`src/rtl/csseq_pkg.sv`:
```
package csseq_pkg;

  typedef enum logic [1:0] {
    ST_IDLE  = 2'd0,
    ST_SETUP = 2'd1,
    ST_RUN   = 2'd2
  } seqState_t;

  typedef struct packed {
    logic capture;
    logic active;
  } seqStrobes_t;

endpackage

```
`src/rtl/csseq_ctrl.sv`:
```
module csseq_ctrl
  import csseq_pkg::*;
#(
  parameter int DelayW = 8
) (
  input  logic              clk,
  input  logic              rst,
  input  logic              startReq,
  input  logic [DelayW-1:0] setupDelay,
  input  logic              engineDone,
  output seqStrobes_t       strb,
  output logic              busy,
  output logic              engineStart
);
  localparam int CntW = DelayW + 1;

  seqState_t state;
  logic [CntW-1:0] cnt;
  logic accept;

  assign accept = (state == ST_IDLE) && startReq;
  assign busy = (state != ST_IDLE);
  assign strb.capture = accept;
  assign strb.active = busy;

  always_ff @(posedge clk) begin
    if (rst) begin
      state <= ST_IDLE;
      cnt <= '0;
      engineStart <= 1'b0;
    end else begin
      engineStart <= 1'b0;
      unique case (state)
        ST_IDLE: begin
          if (accept) begin
            cnt <= {1'b0, setupDelay} + CntW'(1);
            state <= ST_SETUP;
          end
        end
        ST_SETUP: begin
          if (cnt == '0) begin
            engineStart <= 1'b1;
            state <= ST_RUN;
          end else begin
            cnt <= cnt - CntW'(1);
          end
        end
        ST_RUN: begin
          if (engineDone) state <= ST_IDLE;
        end
        default: state <= ST_IDLE;
      endcase
    end
  end
endmodule

```
`src/rtl/csseq_dpath.sv`:
```
module csseq_dpath
  import csseq_pkg::*;
#(
  parameter int SelW = 6,
  parameter logic [SelW-1:0] IdleReset = '1
) (
  input  logic            clk,
  input  logic            rst,
  input  seqStrobes_t     strb,
  input  logic            idleWr,
  input  logic [SelW-1:0] idleIn,
  input  logic [SelW-1:0] selPattern,
  output logic [SelW-1:0] selOut
);
  logic [SelW-1:0] idleReg;
  logic [SelW-1:0] xferReg;

  always_ff @(posedge clk) begin
    if (rst) begin
      idleReg <= IdleReset;
      xferReg <= IdleReset;
    end else begin
      if (idleWr) idleReg <= idleIn;
      if (strb.capture) xferReg <= selPattern;
    end
  end

  assign selOut = strb.active ? xferReg : idleReg;
endmodule

```
`src/rtl/csseq_top.sv`:
```
module csseq_top
  import csseq_pkg::*;
#(
  parameter int SelW = 6,
  parameter int DelayW = 8
) (
  input  logic              clk,
  input  logic              rst,
  input  logic              idleWr,
  input  logic [SelW-1:0]   idleIn,
  input  logic              startReq,
  input  logic [SelW-1:0]   selPattern,
  input  logic [DelayW-1:0] setupDelay,
  input  logic              engineDone,
  output logic [SelW-1:0]   selOut,
  output logic              engineStart,
  output logic              busy
);
  seqStrobes_t strb;

  csseq_ctrl #(.DelayW(DelayW)) u_ctrl (
    .clk(clk), .rst(rst), .startReq(startReq), .setupDelay(setupDelay),
    .engineDone(engineDone), .strb(strb), .busy(busy), .engineStart(engineStart)
  );

  csseq_dpath #(.SelW(SelW), .IdleReset({SelW{1'b1}})) u_dpath (
    .clk(clk), .rst(rst), .strb(strb), .idleWr(idleWr), .idleIn(idleIn),
    .selPattern(selPattern), .selOut(selOut)
  );
endmodule

```
`config.mk`:
```
export PLATFORM = sky130hd
export DESIGN_NAME = csseq_top
export DESIGN_NICKNAME = d
export VERILOG_FILES = /design/src/rtl/csseq_pkg.sv /design/src/rtl/csseq_ctrl.sv /design/src/rtl/csseq_dpath.sv /design/src/rtl/csseq_top.sv
export SDC_FILE = /design/constraint.sdc
export NUM_CORES = 1
export LEC_CHECK = 0
export BUFFER_PORTS_ARGS = -buffer_cell sky130_fd_sc_hd__buf_2
export CORE_UTILIZATION = 56
export DETAILED_ROUTE_END_ITERATION = 8
export HOLD_SLACK_MARGIN = 0.08
export MAX_ROUTING_LAYER = met4
export PLACE_DENSITY = 0.83
export SYNTH_ARGS = -nofsm -noshare
export SYNTH_HDL_FRONTEND = slang
export SYNTH_HIERARCHICAL = 1
export SYNTH_SLANG_ARGS = --single-unit
```
`constraint.sdc`:
```
create_clock -name clk -period 3.1 [get_ports clk]
set_clock_uncertainty 0.05 [all_clocks]
set_input_delay 0.62 -clock clk [delete_from_list [all_inputs] [get_ports clk]]
set_output_delay 0.62 -clock clk [all_outputs]
set_load 0.02 [all_outputs]
```
; ---- Yosys cells after proc, flatten, opt, wreduce, memory -nomap -nowiden
; Cells that the tools add are included.
[classes]
n_addsub = 2
n_eq_ne = 6
mux = 9
bitwise = 1
reduce_logical = 8
[ops]
columns = cell, count
row1 = 9-bit 2-to-1 mux, 2
row2 = 9-bit case mux with 2 select lines, 1
row3 = 8-bit by 1-bit adder with 9-bit output (second input constant), 1
row4 = 9-bit zero test, 1
row5 = 9-bit by 1-bit subtractor with 9-bit output (second input constant), 1
row6 = 2-bit 2-to-1 mux, 3
row7 = 6-bit 2-to-1 mux, 1
row8 = 2-bit case mux with 3 select lines, 1
row9 = 3-bit AND reduction, 2
row10 = 2-bit by 1-bit != test with 1-bit output (second input constant), 2
row11 = 2-bit != test (second input constant), 2
row12 = 2-bit nonzero test, 2
row13 = 2-bit by 1-bit equality test with 1-bit output (second input constant), 1
row14 = 2-bit equality test (second input constant), 1
row15 = 2-bit zero test, 1
row16 = 2-bit OR reduction, 1
row17 = 1-bit logical AND, 1
row18 = 1-bit 2-to-1 mux, 1
row19 = 1-bit inverter, 1
[totals]
ff_bits = 24
input_bits = 25
output_inout_bits = 8
elab_cells = 31

; ---- Depth between registers and ports, before layout
; Gate-level depths: netlist of run 1.
[logic_depth]
depth_word = 4
depth_mapped = 8

; ---- Modules after synthesis
; Netlist of run 1, hierarchy kept.
[by_module_without_submodules]
columns = module, n_inst, cells_each, area_per_inst_um2, seq_area_each_um2
row1 = csseq_ctrl, 1, 107, 824.5, 240.2
row2 = csseq_dpath, 1, 46, 545.5, 240.2

; ---- Worst setup path after synthesis of run 1
; Ideal clock, no wire load.
[synth_path]
path_kind = flip-flop to output port
start = reg u_ctrl.state[0]
end = out selOut[0]
arrival_ns = 1.384
required_ns = 2.430
setup_slack_ns = 1.046
stages_incl_launch_ff = 6
path_cell_list = dfxtp_1 -> buf_6 -> or2_2 -> buf_4 -> buf_2 -> mux2_2
[synth_via]
elab_chain_cells = 2
[synth_rtl]
columns = element, line_no
row1 = start: declaration, csseq_ctrl.sv:17  ; seqState_t state;
row2 = start signal: assignment, csseq_ctrl.sv:28  ; state <= ST_IDLE;
row3 = start signal: assignment, csseq_ctrl.sv:37  ; state <= ST_SETUP;
row4 = start signal: assignment, csseq_ctrl.sv:43  ; state <= ST_RUN;
row5 = 2-bit nonzero test, csseq_ctrl.sv:22  ; assign busy = (state != ST_IDLE);
row6 = net busy, csseq_top.sv:17  ; output logic busy
row7 = 6-bit 2-to-1 mux, csseq_dpath.sv:28  ; assign selOut = strb.active ? xferReg : idleReg;
row8 = end: declaration, csseq_top.sv:15  ; output logic [SelW-1:0] selOut,
; The timed path passes the listed nets, and every way through them passes these cells.

; ---- Final worst setup path of run 1
[layout_path]
start = reg u_ctrl.state[0]
end = out selOut[4]
[layout_via]
elab_chain_cells = 2
[layout_rtl]
columns = element, line_no
row1 = 2-bit nonzero test, csseq_ctrl.sv:22
row2 = 6-bit 2-to-1 mux, csseq_dpath.sv:28
; No other way between the ends.

==> results.sh, run 1 <==
export IMPL_status="completed"
export IMPL_maxCapViolations=0
export IMPL_vias=1175
export IMPL_postSynth_asyncResetShare=0
export IMPL_cts_sink_count=24
export IMPL_setup_violations=0
export IMPL_dr_pass1_iters=4
export IMPL_stdcell_area_um2=1530
export IMPL_insertion_delay_ns=0.32
export IMPL_ant_nets=0
export IMPL_fp_dieArea_um2=2650
export IMPL_required_ns=2.43
export IMPL_r2r_cells=7
export IMPL_ys_seq_elements=24
export IMPL_ys_warn_count=6
export IMPL_wl_per_cell_um=13.7
export IMPL_syn_nets=180
export IMPL_drt_initial_drc_count=24
export IMPL_placed_area_um2=1480
export IMPL_p_switching_uw=323
export IMPL_dp_hpwl_um=2160
export IMPL_drive_above_1_share=0.341
export IMPL_total_power_uw=960
export IMPL_pre_cts_slack_ns=1.09
export IMPL_grt_max_degree=25
export IMPL_leakagePower_nw=0.655
export IMPL_antenna_found_initial=0
export IMPL_power_frac_clock=0.239
export IMPL_vdd_ir_drop_max_mv=0.389
export IMPL_comb_power_share=0.356
export IMPL_reg2reg_slack_ns=1.07
export IMPL_ctsResizeCount=0
export IMPL_diodes=0
export IMPL_fin_crit_ns=2.27
export IMPL_setup_tns_ns=0
export IMPL_crit_fanout=9
export IMPL_critical_path_buf_inv_count=1
export IMPL_die_w_um=51.5
export IMPL_overflow=0
export IMPL_ys_types=42
export IMPL_regToRegEndpoint="u_ctrl/cnt[7]"
export IMPL_power_density_nw_per_um2=626
export IMPL_syn_area_um2=1370
export IMPL_fin_hold_ws_ns=0.446
export IMPL_clk_pin_slew_ns=0.14
export IMPL_seq_area_frac_synth=0.351
export IMPL_max_clock_path_buffers=2
export IMPL_cp_slowest_cell="dfxtp_1"
export IMPL_drc_errors=0
export IMPL_worstHoldStart="u_ctrl/cnt[0]"
export IMPL_grt_pass1_vias=1042
export IMPL_core_area_um2=2250
export IMPL_worst_ep_arrival_time_ns=1.60
export IMPL_ctsRootBufferMaster="clkbuf_4"
export IMPL_endpoint_kind="output port"
export IMPL_viasPerCell=5.68
export IMPL_fin_crit_sh=0.734
export IMPL_synth_cells=153
export IMPL_dieHeight_um=51.5
export IMPL_rsz0062_at_grt="false"
export IMPL_cts_tree="done"
export IMPL_critPathKind="reg2out"
export IMPL_grt_pass1_wl_um=4570
export IMPL_row_count=17
export IMPL_intPower_uw=636
export IMPL_path_cells="or2_2 > mux2_2 > buf_2"
export IMPL_numCtsBuffers=3
export IMPL_whs_endpoint="u_ctrl/cnt[0]"
export IMPL_setup_slack_ns=0.826
export IMPL_pin_count=33
export IMPL_avgSynthCellArea_um2=8.95
export IMPL_final_common_cell="buf_2"
export IMPL_routed_wl_um=2840
export IMPL_grt_usage=0.239
export IMPL_final_cell_mix="buf_2, dfxtp_1, nand2_1, nor2_1, a211o_1"
export IMPL_gp_congestion=0.878
export IMPL_hp_class="reg2reg"
export IMPL_reg2reg_from="u_ctrl/cnt[0]"
export IMPL_holdPathStages=2
export IMPL_crit_family="flip-flops"
export IMPL_slowest_delay_ns=0.41
export IMPL_cts_hold_fix_buffers=0
export IMPL_synth_main_ff_cell="dfxtp_1"
export IMPL_area_delta_synth_final_pct=12.0
export IMPL_maxSlewViolCount=0
export IMPL_nNetsFinal=207
export IMPL_synth_edf_count=0
export IMPL_start_util=0.608
export IMPL_cts_setup_buffers=0
export IMPL_switching_share=0.337
export IMPL_fmax_mhz=440
export IMPL_seqPwrFrac=0.405
export IMPL_maxSlewHeadroom=0.431
export IMPL_h_tree_depth=1
export IMPL_hold_violations=0
export IMPL_port_buffers=32
export IMPL_start_kind="register"
export IMPL_tightestPinTransition_ns=0.851
## worst min-delay path, stage by stage (launching register included)
cell and delay (ns):
dfxtp_1 0.36, nand2_1 0.06, a21oi_1 0.05
## stage by stage
stage,util,instances
2_1_floorplan,-,153
3_3_place_gp,0.657,203
3_5_place_dp,0.657,203
4_1_cts,0.680,207
5_1_grt,0.680,207
6_report,0.680,207
## registers in the layout, indices dropped and copies added, names as in the netlist
signal	count
u_dpath/idleReg	6
u_dpath/xferReg	6
u_ctrl/cnt	9
u_ctrl/state	2
u_ctrl/engineStart	1
## power by group through the flow
| stage | clock network (mW) | logic, mW | registers (mW) |
|---|---|---|---|
| floorplan | 0 | 0.288 | 0.383 |
| global placement | 0 | 0.330 | 0.392 |
| detailed placement | 0 | 0.339 | 0.395 |
| CTS | 0.232 | 0.341 | 0.388 |
| global route | 0.244 | 0.382 | 0.394 |
| finish | 0.229 | 0.342 | 0.389 |
## cell type report
cell class / count / area, um2
clock buffers: 3 / 22.5
clock inverters: 1 / 30.0
fillers: 186 / 721
inverters: 6 / 22.5
multi-input cells: 112 / 776
flip-flops and latches: 24 / 480
well taps: 28 / 35.0
repair buffers: 33 / 168
## Yosys cell counts (2+ instances only)
master	number	area [um2]
buf_4	3	22.5
a211o_2	3	30.0
mux2_2	6	67.6
nand2b_1	2	12.5
nand2_1	11	41.3
and3_1	2	12.5
nor2b_1	4	25.0
nor3_1	3	15.0
ha_1	2	25.0
buf_6	3	33.8
a211oi_1	2	15.0
a211o_1	10	87.6
o21ai_0	7	35.0
or3_1	3	18.8
o32ai_1	2	17.5
nand3_1	6	30.0
nor2b_2	9	78.8
xor2_1	2	17.5
xnor2_1	4	35.0
a21oi_1	8	40.0
nor2_1	10	37.5
dfxtp_1	24	480
a22oi_1	2	15.0
inv_1	6	22.5
buf_2	2	10.0
## logic make-up after synthesis
kind of cell	count (synthesis)	synth area share
DFF	24	0.351
and+or+nand+nor	57	0.244
xor gates and xnor gates	6	0.0384
AOI/OAI and AO/OA	41	0.216
buffers and inverters	17	0.0831
muxes	6	0.0493
adders and majority gates	2	0.0183
## worst max-delay path by stage
stage / from / end / slack, ns / cells after the start
after floorplan: u_ctrl/state[0] / selOut[0] / 1.05 / 5
after detailed placement: u_ctrl/state[0] / u_dpath/xferReg[0] / 1.09 / 4
after global placement: u_ctrl/cnt[0] / u_ctrl/cnt[1] / 1.19 / 7
after CTS: u_ctrl/state[0] / selOut[4] / 0.82 / 3
final: u_ctrl/state[0] / selOut[4] / 0.83 / 3
after global routing: u_ctrl/state[0] / selOut[4] / 0.74 / 3
## metal layers
layer  wire [um]  GRT usage  vias to the layer above  part of all wire
met1        1320      0.313                      550              0.47
met2        1400      0.364                       26              0.49
met4          17     0.0991                        0            0.0060
li1            -          -                      597                 -
met5           0          -                        -                 0
met3          95     0.0357                        2             0.033
Power figures use the tool's default switching activity.
==> run 2: changes to the inputs <==
CORE_UTILIZATION = 52   (was 56)
PLACE_DENSITY = 0.78   (was 0.83)
clock period = 2.2 ns   (was 3.1 ns; I/O delays follow)
==> results.sh, run 2 (same netlist as run 1, synthesis figures left out) <==
export IMPL_start_util=0.553
export IMPL_vdd_ir_drop_max_mv=0.516
export IMPL_cts_setup_buffers=0
export IMPL_setup_violations=0
export IMPL_fp_dieArea_um2=2840
export IMPL_ant_nets=0
export IMPL_vias=1191
export IMPL_cts_hold_fix_buffers=0
export IMPL_fmax_mhz=479
export IMPL_grt_max_degree=25
export IMPL_hp_class="in2reg"
export IMPL_stdcell_area_um2=1510
export IMPL_maxCapViolations=0
export IMPL_worstHoldStart="idleIn[5]"
export IMPL_core_area_um2=2480
export IMPL_power_density_nw_per_um2=805
export IMPL_ctsRootBufferMaster="clkbuf_4"
export IMPL_port_buffers=32
export IMPL_pin_count=33
export IMPL_max_clock_path_buffers=2
export IMPL_rsz0062_at_grt="false"
export IMPL_dp_hpwl_um=1960
export IMPL_top_register="u_ctrl/cnt"
export IMPL_total_power_mw=1.22
export IMPL_gp_congestion=0.851
export IMPL_wl_per_cell_um=12.7
export IMPL_overflow=0
export IMPL_setup_slack_ns=0.113
export IMPL_place_inst=206
export IMPL_cp_slowest_cell="dfxtp_1"
export IMPL_grt_pass1_vias=1072
export IMPL_tightestPinTransition_ns=0.487
export IMPL_clk_pin_slew_ns=0.12
export IMPL_drc_errors=0
export IMPL_grt_usage=0.211
export IMPL_nNetsFinal=208
export IMPL_path_cells="or2_2 > mux2_2 > buf_2"
export IMPL_reg_largest_list="u_ctrl/cnt (9), u_dpath/idleReg (6), u_dpath/xferReg (6)"
export IMPL_slowest_delay_ns=0.48
export IMPL_cts_tree="done"
export IMPL_reg2reg_slack_ns=0.17
export IMPL_row_count=18
export IMPL_antenna_found_initial=0
export IMPL_stdcell_count=209
export IMPL_area_delta_synth_final_pct=10.5
export IMPL_h_tree_depth=1
export IMPL_placed_area_um2=1490
export IMPL_fill_cells=223
export IMPL_hold_violations=0
export IMPL_final_cell_mix="buf_2, dfxtp_1, nand2_1, nor2_1, a211o_1"
export IMPL_timing_critical_path_from="u_ctrl/state[0]"
export IMPL_largest_reg_flops=9
export IMPL_reg2reg_from="u_ctrl/cnt[1]"
export IMPL_grt_pass1_wl_um=4270
export IMPL_critPathKind="reg2out"
export IMPL_maxSlewViolCount=0
export IMPL_dieHeight_um=53.3
export IMPL_maxSlewHeadroom=0.675
export IMPL_numCtsBuffers=3
export IMPL_leakagePower_nw=0.646
export IMPL_fin_crit_sh=0.949
export IMPL_worst_ep_arrival_time_ns=1.60
export IMPL_required_ns=1.71
export IMPL_utilization=0.611
export IMPL_viasPerCell=5.70
export IMPL_routed_wl_um=2660
export IMPL_setup_tns_ns=0
export IMPL_fin_hold_ws_ns=0.280
export IMPL_drive_above_1_share=0.341
export IMPL_status="completed"
export IMPL_pre_cts_slack_ns=0.250
export IMPL_drt_initial_drc_count=29
export IMPL_final_common_cell="buf_2"
export IMPL_start_kind="register"
export IMPL_fin_crit_ns=2.09
export IMPL_diodes=0
export IMPL_dr_pass1_iters=4
export IMPL_endpoint_kind="output port"
export IMPL_crit_fanout=9
export IMPL_ctsResizeCount=0
export IMPL_cts_sink_count=24
export IMPL_die_w_um=53.3
export IMPL_insertion_delay_ns=0.30
run 2: area by class of cell:
cell class,instances,area (um2),area share
clock buffer,3,22.5,0.0149
inverter,6,22.5,0.0149
multi-input combinational,112,776,0.512
sequential,24,480,0.317
tap,30,37.5,0.0248
timing repair buffer,34,175,0.116
run 2: worst paths after layout:
check	depth (start not counted)	to
worst max-delay path	3	selOut[2]
worst min register to register	2	u_ctrl/cnt[0]
worst max register to register	7	u_ctrl/cnt[1]
worst min-delay path	2	u_dpath/idleReg[5]
run 2: power breakdown:
group	internal [mW]	switching, mW
registers	0.495	0.0531
clock network	0.0639	0.118
logic	0.220	0.268
run 2: worst max-delay path: cells and delay by family (launching register included):
family	cells	cell delay, ns
buffers and inverters	1	0.16
muxes	1	0.37
and+or+nand+nor	1	0.28
DFF	1	0.48
run 2: routing by layer:
metal	vias to the layer above	track usage	share of wire
li1	601	-	-
met1	548	0.244	0.45
met2	38	0.356	0.49
met3	4	0.0517	0.055
met4	0	0.0658	0.010
met5	-	-	0
